==> config.mk <==
export PLATFORM = sky130hd
export DESIGN_NAME = gpio_port_mux
export DESIGN_NICKNAME = d
export VERILOG_FILES = /design/src/rtl/gpio_port_mux.sv
export SDC_FILE = /design/constraint.sdc
export NUM_CORES = 1
export LEC_CHECK = 0
export BUFFER_PORTS_ARGS = -buffer_cell sky130_fd_sc_hd__buf_2
export CORE_AREA = 2 2 262 264
export DETAILED_ROUTE_END_ITERATION = 16
export DIE_AREA = 0 0 264 266
export SYNTH_ARGS = -nofsm -noshare
export SYNTH_HDL_FRONTEND = slang
export SYNTH_SLANG_ARGS = --single-unit
==> constraint.sdc <==
create_clock -name clk -period 2.8 [get_ports clk]
set_clock_uncertainty 0.1 [all_clocks]
set_input_delay 0.42 -clock clk [delete_from_list [all_inputs] [get_ports clk]]
set_output_delay 0.42 -clock clk [all_outputs]
set_load 0.01 [all_outputs]
==> src/rtl/gpio_port_mux.sv <==
module gpio_port_mux #(
  parameter int NPIN = 16,
  parameter int SELW = 4,
  parameter int DW   = 32,
  parameter int AW   = 3
) (
  input  logic                         clk,
  input  logic                         rst_n,
  input  logic                         m0_valid,
  input  logic                         m0_we,
  input  logic [AW-1:0]                m0_addr,
  input  logic [DW-1:0]                m0_wdata,
  output logic                         m0_ready,
  output logic [DW-1:0]                m0_rdata,
  output logic                         m0_rvalid,
  input  logic                         m1_valid,
  input  logic                         m1_we,
  input  logic [AW-1:0]                m1_addr,
  input  logic [DW-1:0]                m1_wdata,
  output logic                         m1_ready,
  output logic [DW-1:0]                m1_rdata,
  output logic                         m1_rvalid,
  input  logic [(2**SELW-1)*NPIN-1:0]  alt_out,
  input  logic [(2**SELW-1)*NPIN-1:0]  alt_oe,
  input  logic [NPIN-1:0]              pin_i,
  output logic [NPIN-1:0]              pin_o,
  output logic [NPIN-1:0]              pin_oe
);
  localparam int NSRC  = 2**SELW;
  localparam int SELB  = NPIN*SELW;
  localparam int NSEL  = SELB/DW;
  localparam int A_DIR = 0;
  localparam int A_ODR = 1;
  localparam int A_IDR = 2;
  localparam int A_BSC = 3;
  localparam int A_SEL = 4;

  logic [NPIN-1:0] dir_q, odr_q, sync1_q, sync2_q;
  logic [SELB-1:0] sel_q;
  logic            pri_q;

  logic gnt0, gnt1, act, a_we;
  logic [AW-1:0] a_addr;
  logic [DW-1:0] a_wd, rd_mux;

  assign gnt1   = m1_valid & (~m0_valid | pri_q);
  assign gnt0   = m0_valid & ~gnt1;
  assign m0_ready = rst_n & gnt0;
  assign m1_ready = rst_n & gnt1;
  assign act    = m0_ready | m1_ready;
  assign a_we   = gnt1 ? m1_we   : m0_we;
  assign a_addr = gnt1 ? m1_addr : m0_addr;
  assign a_wd   = gnt1 ? m1_wdata : m0_wdata;

  always_comb begin
    rd_mux = '0;
    if (a_addr == AW'(A_DIR)) rd_mux[NPIN-1:0] = dir_q;
    if (a_addr == AW'(A_ODR)) rd_mux[NPIN-1:0] = odr_q;
    if (a_addr == AW'(A_IDR)) rd_mux[NPIN-1:0] = sync2_q;
    for (int r = 0; r < NSEL; r++)
      if (a_addr == AW'(A_SEL + r)) rd_mux = sel_q[r*DW +: DW];
  end

  always_ff @(posedge clk or negedge rst_n) begin
    if (!rst_n) begin
      dir_q <= '0;
      odr_q <= '0;
      sel_q <= '0;
      pri_q <= 1'b0;
    end else if (act) begin
      pri_q <= gnt0;
      if (a_we) begin
        if (a_addr == AW'(A_DIR)) dir_q <= a_wd[NPIN-1:0];
        if (a_addr == AW'(A_ODR)) odr_q <= a_wd[NPIN-1:0];
        if (a_addr == AW'(A_BSC)) odr_q <= (odr_q & ~a_wd[2*NPIN-1:NPIN]) | a_wd[NPIN-1:0];
        for (int r = 0; r < NSEL; r++)
          if (a_addr == AW'(A_SEL + r)) sel_q[r*DW +: DW] <= a_wd;
      end
    end
  end

  always_ff @(posedge clk or negedge rst_n) begin
    if (!rst_n) begin
      sync1_q <= '0;
      sync2_q <= '0;
    end else begin
      sync1_q <= pin_i;
      sync2_q <= sync1_q;
    end
  end

  always_ff @(posedge clk or negedge rst_n) begin
    if (!rst_n) begin
      m0_rvalid <= 1'b0;
      m1_rvalid <= 1'b0;
      m0_rdata  <= '0;
      m1_rdata  <= '0;
    end else begin
      m0_rvalid <= m0_ready & ~m0_we;
      m1_rvalid <= m1_ready & ~m1_we;
      if (m0_ready & ~m0_we) m0_rdata <= rd_mux;
      if (m1_ready & ~m1_we) m1_rdata <= rd_mux;
    end
  end

  logic [NPIN-1:0] src_o [NSRC];
  logic [NPIN-1:0] src_e [NSRC];

  assign src_o[0] = odr_q;
  assign src_e[0] = dir_q;

  for (genvar k = 1; k < NSRC; k++) begin : g_src
    assign src_o[k] = alt_out[(k-1)*NPIN +: NPIN];
    assign src_e[k] = alt_oe[(k-1)*NPIN +: NPIN];
  end

  for (genvar i = 0; i < NPIN; i++) begin : g_pin
    logic [SELW-1:0] fsel;
    logic [NPIN-1:0] vo, ve;
    assign fsel      = sel_q[i*SELW +: SELW];
    assign vo        = src_o[fsel];
    assign ve        = src_e[fsel];
    assign pin_o[i]  = vo[i];
    assign pin_oe[i] = ve[i];
  end
endmodule

==> impl_metrics.json <==
{
  "grt_pass1_vias": 13214,
  "critPathCaptureType": "output pin",
  "synth_xor_xnor_area_share_pct": 0,
  "routed_wl_um": 67600,
  "synth_cell_types": 53,
  "critPathArrivalTime_ps": 2250,
  "rrSetupSlack_ps": 240,
  "critPathBufInv": 2,
  "worst_path_most_repeated_cell": "mux4_2",
  "synth_largest_area_cell": "dfrtp_1",
  "io_buffers": 671,
  "run_status": "complete, no violations",
  "synth-main-ff-cell": "dfrtp_1",
  "drcViolationCount": 0,
  "fp.dieH_um": 266,
  "ys_warn_count": 0,
  "setup_viol": 0,
  "period_share_pct": 98.8,
  "dp_hpwl_um": 54600,
  "slew_viol_final": 0,
  "synth_edf_count": 0,
  "finalInstanceArea_mm2": 0.0188,
  "critPathRequiredTime_ps": 2280,
  "grt_usage_pct": 18.9,
  "cts.path.max_buffers": 2,
  "clockRootBuffer": "clkbuf_16",
  "cts.clk_slew.worst_paths_ps": 80,
  "hold_path_depth": 3,
  "power.density_mw_per_mm2": 697,
  "synth_nets": 1653,
  "area_delta_synth_final_pct": 45.0,
  "synth_simple_gate_area_share_pct": 11.1,
  "rr_startpoint": "pri_q$_DFFE_PN0N_",
  "cts_made_buffers": 17,
  "clk_latency_ps": 500,
  "die_area_mm2": 0.0702,
  "yosys-top-cells-count": "dfrtp_1 (195), mux4_2 (160), nand2_1 (131), a21oi_1 (53), clkbuf_1 (52)",
  "ios": 672,
  "worstMarginPinSlew_ps": 1090,
  "async_flop_share_pct": 100,
  "place_area_mm2": 0.0177,
  "coreArea_mm2": 0.0677,
  "post_drt_wl_per_cell_um": 25.1,
  "die_w_um": 264,
  "vias": 12811,
  "grt_setup_unrepaired": "true",
  "via_per_inst": 4.75,
  "min_from": "m1_wdata[2]",
  "tritoncts": "built",
  "postRouteAntennaNets": 0,
  "synth_top_area_share_pct": 37.7,
  "synth_adder_area_share_pct": 0,
  "finalWorstPathRequiredPeriod_ps": 2770,
  "regToRegEndpoint": "m0_rdata[5]$_DFFE_PN0P_",
  "htreeDepth": 4,
  "r2r_cells": 7,
  "synth_most_common_cell": "dfrtp_1",
  "rows": 96,
  "max-slew-margin-rel_pct": 27.3,
  "drtIter0Drc": 902,
  "antenna_found_initial": 21,
  "crit_slowest_cell": "dfrtp_4",
  "synth_top_family_by_area": "multiplexers",
  "fmax_ghz": 0.361,
  "grt_first_pass_wirelength_um": 94600,
  "cpLargestDelayFamily": "multiplexers",
  "yosysSeqAreaShare_pct": 37.7,
  "netlist_area_mm2": 0.0129,
  "path_class": "reg -> out",
  "drive_above_1_share_pct": 58.4,
  "layout.nets": 2364,
  "finalCoreUtilization_pct": 27.7,
  "start_util_pct": 19.1,
  "cp_cell_sequence": "buf_12, mux4_2, mux4_2, buf_6",
  "drv_cap": 0,
  "clock-sinks": 195,
  "synth_area_leaders": "dfrtp_1 (38%), mux4_2 (28%), mux2_2 (4.2%)",
  "max_stage_delay_ps": 500,
  "finalPower_uw": 13100,
  "min_to": "odr_q[2]$_DFFE_PN0P_",
  "peakVddDrop_mv": 0.526,
  "hold_viol_final": 0,
  "synthCells": 1081,
  "syn_avg_cell_area_um2": 12.0,
  "grt_overflow_total": 0,
  "firstDrtPassIters": 5,
  "synth_compound_area_share_pct": 12.6,
  "p_leak_uw": 0.00880,
  "globalplace.congestion": 0.874,
  "ys_ff_latch": 195,
  "hold_path_class": "in -> reg",
  "cp-start-kind": "flop",
  "grt_max_degree": 56,
  "cp_max_fo": 3,
  "synth.mux.area_fraction_pct": 34.7
}
==> through the flow <==
step / cells / TNS [ps] / hold slack [ps] / setup WS, ps
4_1_cts: 2678 / -83.6 / 107 / -39.4
5_1_grt: 2692 / -59.5 / 147 / -27.2
6_report: 2696 / 0 / 143 / 33.4
2_1_floorplan: 1081 / 0 / 24.4 / 432
3_5_place_dp: 2607 / 0 / 120 / 210
3_3_place_gp: 2607 / 0 / 124 / 216
==> cells by family (layout without fill, tap and decap cells) <==
logic type	count (synthesis)	in the layout
DFF	195	195
and+or+nand+nor	295	295
muxes	242	242
AOI/OAI and AO/OA	228	228
buffers and inverters	121	845
other	0	9
==> layout by cell type, fill, tap and decap left out, drive strengths merged, types with 4 or more instances in the layout <==
| cell type | count |
|---|---|
| a32oi | 9 |
| a21oi | 53 |
| dfrtp | 195 |
| a2111oi | 8 |
| nor2 | 33 |
| buf | 771 |
| a21boi | 17 |
| o31ai | 12 |
| o21ai | 24 |
| nor3b | 5 |
| a22oi | 16 |
| clkbuf | 21 |
| clkinv | 6 |
| nand2b | 4 |
| a2bb2oi | 6 |
| mux4 | 160 |
| diode | 9 |
| a211oi | 9 |
| mux2i | 34 |
| nand3 | 7 |
| a221o | 27 |
| nor2b | 34 |
| o2bb2ai | 16 |
| inv | 28 |
| or2 | 4 |
| and2 | 6 |
| dlygate4sd3 | 17 |
| a31oi | 7 |
| o22ai | 14 |
| nand2 | 131 |
| mux2 | 48 |
| and3 | 23 |
| nor3 | 43 |
==> state kept, by name, indices dropped and copies added, names as in the netlist <==
signal	count
pri_q	1
m0_rvalid	1
odr_q	16
sync1_q	16
dir_q	16
sel_q	64
m1_rvalid	1
sync2_q	16
m0_rdata	32
m1_rdata	32
==> what timing repair did <==
action | 4_1_cts | 5_1_grt
hold buffers | 17 | 0
endpoints found under the setup margin | 30 | 19
gates cloned | 0 | 0
resized for setup | 24 | 10
pin swaps | 0 | 0
endpoints found under the hold margin | 90 | 0
setup buffers | 22 | 9
==> layout make-up <==
| type | count | area, um2 |
|---|---|---|
| Antenna cell | 9 | 22.5 |
| Clock buffer | 19 | 453 |
| Sequential cell | 195 | 4910 |
| Inverter | 23 | 86.3 |
| Multi-Input combinational cell | 765 | 7590 |
| Timing Repair Buffer | 790 | 4480 |
| Tap cell | 882 | 1100 |
| Fill cell | 7168 | 49000 |
| Clock inverter | 13 | 116 |
==> how the worst max path moves through the flow <==
stage	start	to	slack (ps)	cells after the start
CTS	sel_q[20]$_DFFE_PN0P_	pin_oe[5]	-40	3
detailed placement	m0_valid	m0_rdata[5]$_DFFE_PN0P_	210	8
finish	sel_q[28]$_DFFE_PN0P_	pin_oe[7]	30	4
floorplan	sel_q[16]$_DFFE_PN0P_	pin_o[4]	430	3
global route	sel_q[28]$_DFFE_PN0P_	pin_oe[7]	-30	4
global placement	m0_valid	odr_q[9]$_DFFE_PN0P_	220	7
==> layer usage <==
layer | vias up | part of all wire (%) | global-route usage [%]
met5 | - | 0.16 | 0
met4 | 18 | 1.9 | 5.28
met3 | 73 | 7.1 | 4.82
met2 | 586 | 50 | 32.4
met1 | 6462 | 41 | 23.4
li1 | 5672 | - | -
==> tightest hold or removal path: cells and delay by family <==
| kind | cells | cell delay, ps |
|---|---|---|
| buffers and inverters | 1 | 90 |
| AOI/OAI and AO/OA | 1 | 120 |
| muxes | 1 | 70 |
==> power by group <==
| part | total [uW] | switching, uW | internal [uW] |
|---|---|---|---|
| Combinational | 5780 | 2350 | 3440 |
| Clock | 2480 | 1270 | 1210 |
| Sequential | 4820 | 1310 | 3520 |
(Power assumes the default switching activity.)
